--- config.mk ---
export PLATFORM = sky130hd
export DESIGN_NAME = spdif_tx
export DESIGN_NICKNAME = d
export VERILOG_FILES = /design/src/rtl/spdif_tx_pkg.sv /design/src/rtl/spdif_tx_clkdiv.sv /design/src/rtl/spdif_tx_fifo.sv /design/src/rtl/spdif_tx_framer.sv /design/src/rtl/spdif_tx.sv
export SDC_FILE = /design/constraint.sdc
export NUM_CORES = 1
export LEC_CHECK = 0
export BUFFER_PORTS_ARGS = -buffer_cell sky130_fd_sc_hd__buf_4
export CORE_MARGIN = 3
export CORE_UTILIZATION = 45
export CTS_CLUSTER_DIAMETER = 200
export DETAILED_ROUTE_END_ITERATION = 16
export PLACE_DENSITY = 0.65
export SKIP_LAST_GASP = 1
export SLEW_MARGIN = 20
export SYNTH_ARGS = -nofsm -noshare
export SYNTH_HDL_FRONTEND = slang
export SYNTH_SLANG_ARGS = --single-unit
--- constraint.sdc ---
create_clock -name clk_i -period 6.9 [get_ports clk_i]
set_input_delay 0.345 -clock clk_i [delete_from_list [all_inputs] [get_ports clk_i]]
set_output_delay 0.345 -clock clk_i [all_outputs]
set_load 0.02 [all_outputs]
--- src/rtl/spdif_tx_pkg.sv ---
package spdif_tx_pkg;
  localparam int SUB_HALVES = 64;
  localparam logic [7:0] PAT_B = 8'b11101000;
  localparam logic [7:0] PAT_M = 8'b11100010;
  localparam logic [7:0] PAT_W = 8'b11100100;

  localparam logic [1:0] ADDR_CTRL = 2'd0;
  localparam logic [1:0] ADDR_DIV  = 2'd1;
  localparam logic [1:0] ADDR_STAT = 2'd2;

  typedef enum logic [1:0] {PRE_B, PRE_M, PRE_W} pre_sel_e;

  function automatic logic [7:0] pre_pattern(pre_sel_e sel);
    case (sel)
      PRE_B:   return PAT_B;
      PRE_M:   return PAT_M;
      default: return PAT_W;
    endcase
  endfunction
endpackage

--- src/rtl/spdif_tx_clkdiv.sv ---
module spdif_tx_clkdiv #(
  parameter int DIV_W = 8
) (
  input  logic             clk_i,
  input  logic             rst_ni,
  input  logic             run_i,
  input  logic [DIV_W-1:0] div_i,
  output logic             tick_o
);
  logic [DIV_W-1:0] cnt_q;
  logic [DIV_W-1:0] lim;

  // ratios below 2 clamp to 2
  assign lim    = (div_i < DIV_W'(2)) ? DIV_W'(1) : div_i - DIV_W'(1);
  assign tick_o = run_i && (cnt_q >= lim);

  always_ff @(posedge clk_i or negedge rst_ni) begin
    if (!rst_ni)           cnt_q <= '0;
    else if (!run_i)       cnt_q <= '0;
    else if (cnt_q >= lim) cnt_q <= '0;
    else                   cnt_q <= cnt_q + DIV_W'(1);
  end
endmodule

--- src/rtl/spdif_tx_fifo.sv ---
module spdif_tx_fifo #(
  parameter int WIDTH = 32,
  parameter int DEPTH = 4
) (
  input  logic             clk_i,
  input  logic             rst_ni,
  input  logic             push_i,
  input  logic [WIDTH-1:0] data_i,
  input  logic             pop_i,
  output logic [WIDTH-1:0] data_o,
  output logic             empty_o,
  output logic             full_o
);
  localparam int AW = (DEPTH > 1) ? $clog2(DEPTH) : 1;
  localparam int CW = $clog2(DEPTH + 1);

  logic [WIDTH-1:0] mem_q [DEPTH];
  logic [AW-1:0]    wr_q, rd_q;
  logic [CW-1:0]    cnt_q;
  logic             do_push, do_pop;

  assign empty_o = (cnt_q == '0);
  assign full_o  = (cnt_q == CW'(DEPTH));
  assign do_push = push_i && !full_o;
  assign do_pop  = pop_i && !empty_o;
  assign data_o  = mem_q[rd_q];

  function automatic logic [AW-1:0] nxt(logic [AW-1:0] p);
    return (p == AW'(DEPTH - 1)) ? '0 : p + AW'(1);
  endfunction

  always_ff @(posedge clk_i) begin
    if (do_push) mem_q[wr_q] <= data_i;
  end

  always_ff @(posedge clk_i or negedge rst_ni) begin
    if (!rst_ni) begin
      wr_q  <= '0;
      rd_q  <= '0;
      cnt_q <= '0;
    end else begin
      if (do_push) wr_q <= nxt(wr_q);
      if (do_pop)  rd_q <= nxt(rd_q);
      if (do_push && !do_pop)      cnt_q <= cnt_q + CW'(1);
      else if (do_pop && !do_push) cnt_q <= cnt_q - CW'(1);
    end
  end
endmodule

--- src/rtl/spdif_tx_framer.sv ---
module spdif_tx_framer
  import spdif_tx_pkg::*;
#(
  parameter int FRAMES = 192
) (
  input  logic        clk_i,
  input  logic        rst_ni,
  input  logic        run_i,
  input  logic        tick_i,
  input  logic        nonaudio_i,
  input  logic [3:0]  rate_i,
  input  logic        empty_i,
  input  logic [31:0] word_i,
  output logic        pull_o,
  output logic        spdif_o
);
  localparam int FW = $clog2(FRAMES);

  logic [5:0]    pos_q;
  logic          sub_q;
  logic [FW-1:0] frame_q;
  logic          line_q, pol_q;
  logic [15:0]   left_q, right_q;
  logic          vflag_q;

  logic [4:0]  slot;
  logic [4:0]  dslot;
  logic [15:0] samp;
  logic        cs_bit, par_bit, slot_bit, ref_lvl, next_line;
  logic [7:0]  pat;
  pre_sel_e    sel;

  assign slot    = pos_q[5:1];
  assign dslot   = slot - 5'd12;
  assign samp    = sub_q ? right_q : left_q;
  assign pull_o  = tick_i && (pos_q == '0) && !sub_q;
  assign spdif_o = line_q;

  always_comb begin
    cs_bit = 1'b0;
    if (frame_q == FW'(1))
      cs_bit = nonaudio_i;
    else if (frame_q >= FW'(24) && frame_q <= FW'(27))
      cs_bit = rate_i[frame_q[1:0]];
  end

  assign par_bit = ^{samp, vflag_q, cs_bit};

  always_comb begin
    if (slot < 5'd12)       slot_bit = 1'b0;
    else if (slot <= 5'd27) slot_bit = samp[dslot[3:0]];
    else begin
      case (slot[1:0])
        2'd0:    slot_bit = vflag_q;
        2'd1:    slot_bit = 1'b0;
        2'd2:    slot_bit = cs_bit;
        default: slot_bit = par_bit;
      endcase
    end
  end

  always_comb begin
    if (sub_q)                sel = PRE_W;
    else if (frame_q == '0)   sel = PRE_B;
    else                      sel = PRE_M;
    pat     = pre_pattern(sel);
    ref_lvl = (pos_q == '0) ? line_q : pol_q;
    if (slot < 5'd4)          next_line = pat[~pos_q[2:0]] ^ ref_lvl;
    else if (!pos_q[0])       next_line = ~line_q;
    else                      next_line = slot_bit ? ~line_q : line_q;
  end

  always_ff @(posedge clk_i or negedge rst_ni) begin
    if (!rst_ni) begin
      pos_q   <= '0;
      sub_q   <= 1'b0;
      frame_q <= '0;
      line_q  <= 1'b0;
      pol_q   <= 1'b0;
      left_q  <= '0;
      right_q <= '0;
      vflag_q <= 1'b0;
    end else if (!run_i) begin
      pos_q   <= '0;
      sub_q   <= 1'b0;
      frame_q <= '0;
      line_q  <= 1'b0;
      pol_q   <= 1'b0;
    end else if (tick_i) begin
      if (pull_o) begin
        left_q  <= empty_i ? 16'h0 : word_i[15:0];
        right_q <= empty_i ? 16'h0 : word_i[31:16];
        vflag_q <= empty_i;
      end
      if (pos_q == '0) pol_q <= line_q;
      line_q <= next_line;
      pos_q  <= pos_q + 6'd1;
      if (pos_q == 6'(SUB_HALVES - 1)) begin
        sub_q <= ~sub_q;
        if (sub_q)
          frame_q <= (frame_q == FW'(FRAMES - 1)) ? '0 : frame_q + FW'(1);
      end
    end
  end
endmodule

--- src/rtl/spdif_tx.sv ---
module spdif_tx
  import spdif_tx_pkg::*;
#(
  parameter int CLK_HZ     = 100_000_000,
  parameter int DIV_W      = 8,
  parameter int FIFO_DEPTH = 4,
  parameter int FRAMES     = 192
) (
  input  logic        clk_i,
  input  logic        rst_ni,
  input  logic        reg_we_i,
  input  logic [1:0]  reg_addr_i,
  input  logic [31:0] reg_wdata_i,
  output logic [31:0] reg_rdata_o,
  input  logic        sample_valid_i,
  input  logic [31:0] sample_data_i,
  output logic        sample_ready_o,
  output logic        spdif_o
);
  localparam int DIV_RESET = CLK_HZ / (48000 * 128);

  logic             en_q, nonaudio_q, uf_q;
  logic [3:0]       rate_q;
  logic [DIV_W-1:0] div_q;
  logic             tick_w, pull_w, fifo_empty_w, fifo_full_w, uf_clr_w;
  logic [31:0]      fifo_word_w;
  logic             unused_wdata;

  assign unused_wdata   = ^{reg_wdata_i[31:8], reg_wdata_i[3:2]};
  assign sample_ready_o = !fifo_full_w;
  assign uf_clr_w       = reg_we_i && (reg_addr_i == ADDR_STAT) && reg_wdata_i[0];

  always_ff @(posedge clk_i or negedge rst_ni) begin
    if (!rst_ni) begin
      en_q       <= 1'b0;
      nonaudio_q <= 1'b0;
      rate_q     <= 4'b0010;
      div_q      <= DIV_W'(DIV_RESET);
      uf_q       <= 1'b0;
    end else begin
      if (reg_we_i && reg_addr_i == ADDR_CTRL) begin
        en_q       <= reg_wdata_i[0];
        nonaudio_q <= reg_wdata_i[1];
        rate_q     <= reg_wdata_i[7:4];
      end
      if (reg_we_i && reg_addr_i == ADDR_DIV)
        div_q <= reg_wdata_i[DIV_W-1:0];
      uf_q <= (uf_q && !uf_clr_w) || (pull_w && fifo_empty_w);
    end
  end

  always_comb begin
    reg_rdata_o = '0;
    case (reg_addr_i)
      ADDR_CTRL: begin
        reg_rdata_o[0]   = en_q;
        reg_rdata_o[1]   = nonaudio_q;
        reg_rdata_o[7:4] = rate_q;
      end
      ADDR_DIV:  reg_rdata_o[DIV_W-1:0] = div_q;
      ADDR_STAT: begin
        reg_rdata_o[0] = uf_q;
        reg_rdata_o[1] = nonaudio_q;
      end
      default: reg_rdata_o = '0;
    endcase
  end

  spdif_tx_clkdiv #(.DIV_W(DIV_W)) u_div (
    .clk_i  (clk_i),
    .rst_ni (rst_ni),
    .run_i  (en_q),
    .div_i  (div_q),
    .tick_o (tick_w)
  );

  spdif_tx_fifo #(.WIDTH(32), .DEPTH(FIFO_DEPTH)) u_fifo (
    .clk_i   (clk_i),
    .rst_ni  (rst_ni),
    .push_i  (sample_valid_i),
    .data_i  (sample_data_i),
    .pop_i   (pull_w),
    .data_o  (fifo_word_w),
    .empty_o (fifo_empty_w),
    .full_o  (fifo_full_w)
  );

  spdif_tx_framer #(.FRAMES(FRAMES)) u_framer (
    .clk_i      (clk_i),
    .rst_ni     (rst_ni),
    .run_i      (en_q),
    .tick_i     (tick_w),
    .nonaudio_i (nonaudio_q),
    .rate_i     (rate_q),
    .empty_i    (fifo_empty_w),
    .word_i     (fifo_word_w),
    .pull_o     (pull_w),
    .spdif_o    (spdif_o)
  );
endmodule

==> flow_metrics.tcl, run 1 <==
set metrics [dict create \
    fin_tns_setup_ns 0 \
    cts_tree "done" \
    endpoint_kind "flip-flop" \
    final.min_clock_period_ns 4.68 \
    cts_setup_buffers 0 \
    grt_first_pass_wirelength_um 29800 \
    synthArstFlopShare_pct 38.5 \
    synth_area_um2 9720 \
    ir_drop_mv 0.262 \
    status "complete, no violations" \
    syn_to_final_growth_pct 12.8 \
    fin_cells 1061 \
    clockRootBuffer "clkbuf_16" \
    synth_top_family_by_area "multiplexers" \
    path_cells "or4_1 -> or4_1 -> nand2_1 -> ha_1 -> a2111oi_0 -> nand2b_1 -> a21oi_2 -> nor2_1 -> nand4b_1 -> nand2b_1 -> ha_1 -> inv_1 -> fa_1 -> xor2_1 -> nor2_1 -> xor2_1" \
    post_synth_inst_count 718 \
    finalSetupViolCount 0 \
    rrSetupSlack_ns 2.22 \
    cp.arrival_ns 5.10 \
    multi_input_area_um2 3560 \
    core_um2 21200 \
    antenna_found_initial 0 \
    pin_count 104 \
    routedWlPerCell_um 16.9 \
    fmax_ghz 0.214 \
    drc 0 \
    ys.warnings.count 0 \
    required_ns 7.32 \
    numPortBuffers 55 \
    cap_violations 0 \
    drt-total-wl_um 17900 \
    die-area_um2 23400 \
    final_core_util_pct 51.8 \
    drv_slew 0 \
    avgSynthCellArea_um2 13.5 \
    fin_skew_ns 0.0222 \
    synthAdderAreaFrac_pct 3.17 \
    seq_area_um2 5850 \
    leakage_nw 4.33 \
    grt-ovfl-total 0 \
    yosys.area_share.simple_pct 9.78 \
    layout.nets 864 \
    fin_ws_ns 2.22 \
    grt_pass1_vias 5882 \
    fin_area_um2 11000 \
    ys.flop_type "edfxtp_1" \
    startpoint_type "flip-flop" \
    drtAntennaViolNets 0 \
    path_delay_family "simple AND/OR/NAND/NOR gates" \
    rsz0062_at_grt "no" \
    ys_seq_area_share_pct 60.2 \
    layout_commonest_cell "edfxtp_1" \
    clock-sinks 208 \
    numCtsBuffers 22 \
    dieWidth_um 153 \
    synth_compound_area_share_pct 5.61 \
    muxShareOfSynthArea_pct 13.0 \
    path_buf_inv 1 \
    place_ws_ns 2.25 \
    clk_pin_slew_ns 0.06 \
    ys_seq_elements 208 \
    htreeDepth 1 \
    finalHoldViolCount 0 \
    powerDensity_nw_per_um2 353 \
    initial_utilization_pct 46.0 \
    rows 53 \
    die_h_um 153 \
    slowest_delay_ns 0.56 \
    crit_type "flip-flop to flip-flop" \
    hp-class "input pin to flip-flop" \
    vias 5625 \
    layout-drive-gt1-share_pct 20.7 \
    diodes 0 \
    synth_edf_count 128 \
    grtUsageTotal_pct 15.4 \
    fill_cells 1776 \
    tightest_slew_ns 0.872 \
    period_share_pct 67.8 \
    path_depth 16 \
    place_inst 1020 \
    reg2regPathDepth 16 \
    grt_max_degree 81 \
    gp_congestion 0.876 \
    critPathMaxFanout 11 \
    final_cell_mix "edfxtp_1, nand2_1, dfrtp_1" \
    cts_buffer_depth 3 \
    hpwlAfterDp_um 11500 \
    clkLatencyLatePin_ns 0.52 \
    place_area_um2 10300 \
    hold_depth 1 \
    slew_headroom_pct 41.9 \
    drt_first_pass_iters 4 \
    vias_per_cell 5.30 \
    initialDrtViolationCount 332 \
    synth_xor_area_share_pct 4.11 \
    cpMaxStageDelayCell "or4_1" \
    synth_cell_types 65 \
]
## routing by layer
layer  global-route usage [%]  up-vias  share of wire [%]  routed length [um]
li1                         -     2685                  -                   -
met1                     20.3     2791                 44                7820
met2                     26.7      119                 51                9090
met3                     2.41       30                3.3                 599
met4                     4.45        0                2.4                 433
met5                        0        -                  0                   0
## report_power, final
| group | internal [mW] | switching (mW) | leakage (nW) | total [mW] |
|---|---|---|---|---|
| logic | 0.524 | 0.519 | 1.78 | 1.04 |
| registers | 1.59 | 0.175 | 2.22 | 1.77 |
| clock network | 0.593 | 0.470 | 0.327 | 1.06 |
| total | 2.71 | 1.16 | 4.33 | 3.87 |
## Yosys cell counts (4+ instances only)
library cell	count	area share [%]
mux2i_1	14	1.4
nor3_1	6	0.31
mux4_2	42	9.7
buf_4	24	1.9
xnor2_1	19	1.7
nor2_1	40	1.5
edfxtp_1	128	40
mux2_2	14	1.6
ha_1	23	3.0
xor2_1	24	2.2
nand3_1	14	0.72
and3_1	11	0.71
and2_1	4	0.26
dfrtp_1	78	20
buf_2	7	0.36
nand2b_1	7	0.45
a21o_1	4	0.31
or3_1	5	0.32
nand2_1	94	3.6
clkbuf_1	23	0.89
o21ai_0	50	2.6
inv_1	16	0.62
a21oi_1	10	0.51
## state kept, by name (all words and copies together), names as in the netlist
signal and cells:
u_framer.pos_q 6, u_framer.left_q 16, u_fifo.rd_q 2, u_fifo.wr_q 2, u_framer.pol_q 1, u_fifo.mem_q 128, uf_q 1, u_framer.vflag_q 1
u_fifo.cnt_q 3, div_q 8, en_q 1, u_framer.frame_q 8, u_div.cnt_q 8, rate_q 4, u_framer.right_q 16, u_framer.sub_q 1
nonaudio_q 1, u_framer.spdif_o 1
## kinds of logic (layout without fill, tap and decap cells)
kind of cell,count (synthesis),after routing
flip-flops,208,208
AND/OR/NAND/NOR,204,204
AO/OA/AOI/OAI,89,89
buffers and inverters,76,121
multiplexers,72,72
XOR/XNOR,44,44
adder cells (fa/ha/maj),24,24
other,1,24
## timing repair
item,4_1_cts,5_1_grt
endpoints found under the setup margin,0,0
gates resized for setup,0,0
endpoints found under the hold margin,0,78
hold buffers,0,1
## cell type report
cell class / instances / area share, %
Timing Repair Buffer: 64 / 4.44
Sequential cell: 208 / 53.3
Multi-Input combinational cell: 457 / 32.5
Tap cell: 275 / 3.14
Clock buffer: 26 / 5.16
Inverter: 17 / 0.582
Clock inverter: 14 / 0.878
## through the flow
step | power [mW] | hold WS (ns)
6_report | 3.87 | 0.0217
5_1_grt | 4.10 | 0.00899
4_1_cts | 3.93 | 0.00817
3_5_place_dp | 2.85 | 0.504
3_3_place_gp | 2.82 | 0.475
2_1_floorplan | 2.56 | 0.0494
## path summary, 6_finish.rpt
kind                                     startpoint                           end
max                            div_q[6]$_DFFE_PN0P_   u_fifo.cnt_q[2]$_DFFE_PN0P_
min                                sample_data_i[3]  u_fifo.mem_q[2][3]$_DFFE_PP_
max reg2reg                    div_q[6]$_DFFE_PN0P_   u_fifo.cnt_q[2]$_DFFE_PN0P_
min reg2reg                u_div.cnt_q[0]$_DFF_PN0_      u_div.cnt_q[0]$_DFF_PN0_
max in group asynchronous                    rst_ni    u_fifo.rd_q[1]$_DFFE_PN0P_
min in group asynchronous                    rst_ni          div_q[6]$_DFFE_PN0P_
Power figures use the tool's default switching activity.
==> run 2, diff against run 1 <==
Clock period 6.9 ns to 4.4 ns, I/O delays scaled along.
==> run 2 against run 1 <==
Final cell count up 4.1%. Sequential share of layout area fell by 2.2 points. Sequential cell count is the same. Critical endpoint unchanged.
==> flow_metrics.tcl, run 2 (synthesized netlist as in run 1, its figures left out) <==
set metrics [dict create \
    cap_violations 0 \
    final_cell_mix "edfxtp_1, nand2_1, dfrtp_1" \
    leakage_nw 4.53 \
    fmax_ghz 0.246 \
    finalSetupViolCount 0 \
    clkLatencyLatePin_ns 0.52 \
    initialDrtViolationCount 397 \
    grt_pass1_vias 6152 \
    path_buf_inv 1 \
    largest_reg_flops 128 \
    vias_per_cell 5.33 \
    routedWlPerCell_um 16.9 \
    final_core_util_pct 54.1 \
    ir_drop_mv 0.294 \
    layout.nets 907 \
    numPortBuffers 55 \
    cts_buffer_depth 3 \
    fin_skew_ns 0.0267 \
    htreeDepth 1 \
    status "complete, no violations" \
    layout-drive-gt1-share_pct 20.1 \
    drc 0 \
    fin_tns_setup_ns 0 \
    path_cells "or4_1 -> or4_1 -> nand2_1 -> ha_1 -> nand2b_1 -> a21o_1 -> a21o_1 -> a21oi_2 -> nor2_1 -> nand4b_1 -> nand2b_1 -> ha_1 -> inv_1 -> fa_1 -> xor2_1 -> nor2_1 -> xor2_1" \
    clock-sinks 208 \
    drt-total-wl_um 18700 \
    tightest_slew_ns 0.974 \
    diodes 0 \
    layout_commonest_cell "edfxtp_1" \
    rsz0062_at_grt "no" \
    reg_top3 "u_fifo.mem_q: 128 flops, u_framer.left_q: 16 flops, u_framer.right_q: 16 flops" \
    gp_congestion 0.857 \
    finalHoldViolCount 0 \
    largest_register "u_fifo.mem_q" \
    pin_count 104 \
    grt_max_degree 81 \
    vias 5885 \
    die_h_um 153 \
    clk_pin_slew_ns 0.06 \
    path_delay_family "simple AND/OR/NAND/NOR gates" \
    numCtsBuffers 22 \
    required_ns 4.81 \
    grt-ovfl-total 0 \
    clockRootBuffer "clkbuf_16" \
    initial_utilization_pct 46.0 \
    startpoint_type "flip-flop" \
    powerDensity_nw_per_um2 543 \
    slew_headroom_pct 35.1 \
    hpwlAfterDp_um 11700 \
    drv_slew 0 \
    syn_to_final_growth_pct 17.7 \
    core_um2 21200 \
    period_share_pct 92.4 \
    die-area_um2 23400 \
    dieWidth_um 153 \
    crit_type "flip-flop to flip-flop" \
    slowest_delay_ns 0.55 \
    cts_tree "done" \
    final.min_clock_period_ns 4.06 \
    rows 53 \
    grt_first_pass_wirelength_um 31000 \
    endpoint_kind "flip-flop" \
    hp-class "input pin to flip-flop" \
    drtAntennaViolNets 0 \
    critPathMaxFanout 6 \
    cpMaxStageDelayCell "or4_1" \
    antenna_found_initial 0 \
    cp.arrival_ns 4.48 \
    drt_first_pass_iters 6 \
    grtUsageTotal_pct 16.2 \
]
-- run 2: final timing paths --
path | slack [ns] | end | cells past startpoint | from
worst max-delay path | 0.34 | u_fifo.cnt_q[2]$_DFFE_PN0P_ | 17 | div_q[6]$_DFFE_PN0P_
worst min-delay path | 0.12 | uf_q$_DFF_PN0_ | 4 | reg_addr_i[1]
worst max register to register | 0.34 | u_fifo.cnt_q[2]$_DFFE_PN0P_ | 17 | div_q[6]$_DFFE_PN0P_
worst min register to register | 0.51 | u_div.cnt_q[0]$_DFF_PN0_ | 1 | u_div.cnt_q[0]$_DFF_PN0_
max in group asynchronous | 3.54 | u_fifo.rd_q[0]$_DFFE_PN0P_ | 2 | rst_ni
min in group asynchronous | 0.31 | u_div.cnt_q[3]$_DFF_PN0_ | 2 | rst_ni
-- run 2: per-layer routing --
metal | up-vias | part of all wire [%] | track usage [%]
met3 | 43 | 3.9 | 2.41
met2 | 167 | 50 | 28.3
met5 | - | 0 | 0
met4 | 0 | 3.7 | 6.45
li1 | 2776 | - | -
met1 | 2899 | 42 | 20.3
-- run 2: through the flow --
stage	power, mW	cell area [um^2]	setup WS (ns)	cells	hold slack [ns]
6_report	6.22	11400	0.336	1104	0.122
5_1_grt	6.58	11400	0.0806	1104	0.146
4_1_cts	6.30	11400	0.216	1104	0.111
3_5_place_dp	4.49	10300	0.253	1023	0.423
3_3_place_gp	4.44	10300	0.350	1023	0.418
2_1_floorplan	4.02	9810	0.345	741	-0.0756
-- run 2: area by class of cell --
class	instances	area, um^2
fill	1730	9720
sequential	208	5850
multi-input combinational	457	3570
timing repair buffer	107	910
clock buffer	35	651
tap	275	344
inverter	17	63.8
clock inverter	5	52.6
-- run 2: report_power, final --
group          switching, mW  leakage (nW)  internal [mW]  total (mW)
combinational          0.775          1.97          0.853        1.63
clock                  0.735         0.339           1.02        1.76
sequential             0.331          2.22           2.50        2.83
-- run 2: worst min-delay path, stage by stage --
cell	delay, ns
buf_4	0.15
nand2_1	0.05
o21ai_0	0.08
o21ai_0	0.08
-- run 2: timing repair --
action | in CTS | in global routing
endpoints found under the setup margin | 0 | 2
hold buffers | 41 | 0
endpoints found under the hold margin | 220 | 0
resized for setup | 0 | 2
buffers inserted | 0 | 0
==> run 3, diff against run 2 <==
Settings changed: REMOVE_ABC_BUFFERS set to 1, TNS_END_PERCENT set to 100.
==> run 3 against run 2 <==
Global-route usage shrank 0.18 points. Clock-buffer cell count unchanged. Core utilization up 0.089 points. Wire length down 0.87%. Sequential power hardly changed. Final cell count hardly changed. Combinational power hardly changed. Non-clock buffer count rose by 1. Die area unchanged. Largest cell class unchanged.
==> flow_metrics.tcl, run 3 (synthesized netlist as in run 1, its figures left out) <==
set metrics [dict create \
    status "complete, no violations" \
    antenna_found_initial 0 \
    diodes 0 \
    rows 53 \
    numPortBuffers 55 \
    hold_depth 4 \
    leakage_nw 4.54 \
    largest_register "u_fifo.mem_q" \
    grt_max_degree 81 \
    sw_frac_of_total_pct 29.3 \
    slew_headroom_pct 41.7 \
    htreeDepth 1 \
    critPathMaxFanout 7 \
    cts_tree "done" \
    grt-ovfl-total 0 \
    finalHoldViolCount 0 \
    die-area_um2 23400 \
    final_core_util_pct 54.2 \
    cap_violations 0 \
    reg_top3 "u_fifo.mem_q: 128 flops, u_framer.left_q: 16 flops, u_framer.right_q: 16 flops" \
    period_share_pct 92.4 \
    initialDrtViolationCount 304 \
    internal_power_mw 4.41 \
    initial_utilization_pct 46.0 \
    clkLatencyLatePin_ns 0.52 \
    regToRegEndpoint "u_fifo.cnt_q[2]$_DFFE_PN0P_" \
    grt_first_pass_wirelength_um 31000 \
    grt_pass1_vias 6012 \
    fmax_ghz 0.246 \
    final.min_clock_period_ns 4.07 \
    layout.nets 908 \
    p_sw_mw 1.83 \
    hp-class "input pin to flip-flop" \
    routedWlPerCell_um 16.7 \
    cts_setup_buffers 0 \
    ir_drop_mv 0.584 \
    numCtsBuffers 22 \
    gp_congestion 0.832 \
    endpoint_kind "flip-flop" \
    syn_to_final_growth_pct 17.9 \
    dieWidth_um 153 \
    clk_pin_slew_ns 0.06 \
    layout-drive-gt1-share_pct 20.2 \
    grtUsageTotal_pct 16.0 \
    holdPathEnd "uf_q$_DFF_PN0_" \
    required_ns 4.82 \
    clockRootBuffer "clkbuf_16" \
    cp.arrival_ns 4.49 \
    seq_area_um2 5850 \
    rrSetupSlack_ns 0.33 \
    fill_cells 1734 \
    clock_power_share_pct 28.8 \
    core_um2 21200 \
    combPwrFrac_pct 25.8 \
    whs_ns 0.104 \
    drv_slew 0 \
    crit_type "flip-flop to flip-flop" \
    drt-total-wl_um 18500 \
    vias 5843 \
    clock-sinks 208 \
    drtAntennaViolNets 0 \
    hpwlAfterDp_um 11600 \
    drc 0 \
    rsz0062_at_grt "no" \
    die_h_um 153 \
    largest_reg_flops 128 \
    finalSetupViolCount 0 \
    min_from "reg_addr_i[1]" \
    drt_first_pass_iters 4 \
    vias_per_cell 5.29 \
    layout_commonest_cell "edfxtp_1" \
    powerDensity_nw_per_um2 545 \
    reg2regPathDepth 16 \
    fin_skew_ns 0.0269 \
    pin_count 104 \
    r2r-start "div_q[3]$_DFFE_PN0P_" \
    tightest_slew_ns 0.874 \
    final_cell_mix "edfxtp_1, nand2_1, dfrtp_1" \
    startpoint_type "flip-flop" \
    multi_input_area_um2 3570 \
    seqPwrFrac_pct 45.4 \
    cts_buffer_depth 3 \
]
run 3: power groups by stage:
stage	combinational, mW	clock (mW)	sequential, mW
2_1_floorplan	1.19	0	2.78
3_3_place_gp	1.56	0	2.85
3_5_place_dp	1.61	0	2.88
4_1_cts	1.65	1.84	2.84
5_1_grt	1.79	1.92	2.89
6_report	1.61	1.80	2.83
run 3: routing by layer:
layer  up-vias  part of all wire (%)  GRT usage (%)  wire length [um]
met3        30                   3.9           2.58               718
met4         0                   2.6           4.29               486
li1       2769                     -              -                 -
met2       129                    50           27.8              9330
met5         -                     0              0                 0
met1      2915                    43           21.0              7970
run 3: metrics by stage:
| stage | total power [mW] | worst slack, ns | area, um^2 | TNS (ns) | std cells |
|---|---|---|---|---|---|
| 2_1_floorplan | 3.98 | -1.08 | 9470 | -3.50 | 682 |
| 3_3_place_gp | 4.41 | 0.339 | 10300 | 0 | 1024 |
| 3_5_place_dp | 4.49 | 0.169 | 10300 | 0 | 1024 |
| 4_1_cts | 6.33 | 0.0615 | 11400 | 0 | 1105 |
| 5_1_grt | 6.61 | 0.0151 | 11500 | 0 | 1105 |
| 6_report | 6.24 | 0.333 | 11500 | 0 | 1105 |
run 3: critical path, cell delays in order, from the launching register on:
cell and delay [ns]:
dfrtp_1 0.45, or4_1 0.53, or4_1 0.53, nand2_1 0.12, ha_1 0.26, a2111oi_2 0.37
nand2b_1 0.11, a21oi_2 0.14, nor2_1 0.09, nand4b_1 0.12, nand2b_1 0.19, ha_1 0.21
inv_1 0.07, fa_1 0.37, xor2_1 0.17, nor2_1 0.11, xor2_1 0.17
run 3: area by class of cell:
cell class              count  share of cell area (%)
inverters                  17                   0.557
flip-flops and latches    208                    51.1
clock buffers              35                    5.58
well taps                 275                    3.00
repair buffers            108                    8.01
clock inverters             5                   0.644
multi-input cells         457                    31.1
run 3: worst max-delay path by stage:
stage / start / endpoint / slack (ns)
floorplan: div_q[5]$_DFFE_PN0P_ / u_fifo.cnt_q[1]$_DFFE_PN0P_ / -1.08
global placement: div_q[6]$_DFFE_PN0P_ / u_fifo.cnt_q[2]$_DFFE_PN0P_ / 0.34
detailed placement: div_q[6]$_DFFE_PN0P_ / u_fifo.cnt_q[2]$_DFFE_PN0P_ / 0.17
CTS: div_q[3]$_DFFE_PN0P_ / u_fifo.cnt_q[2]$_DFFE_PN0P_ / 0.06
global route: div_q[3]$_DFFE_PN0P_ / u_fifo.cnt_q[2]$_DFFE_PN0P_ / 0.02
finish: div_q[3]$_DFFE_PN0P_ / u_fifo.cnt_q[2]$_DFFE_PN0P_ / 0.33
run 3: timing repair:
| item | CTS | global route |
|---|---|---|
| hold buffers | 41 | 0 |
| hold endpoints to repair | 220 | 0 |
| endpoints found under the setup margin | 0 | 2 |
| resized for setup | 0 | 2 |
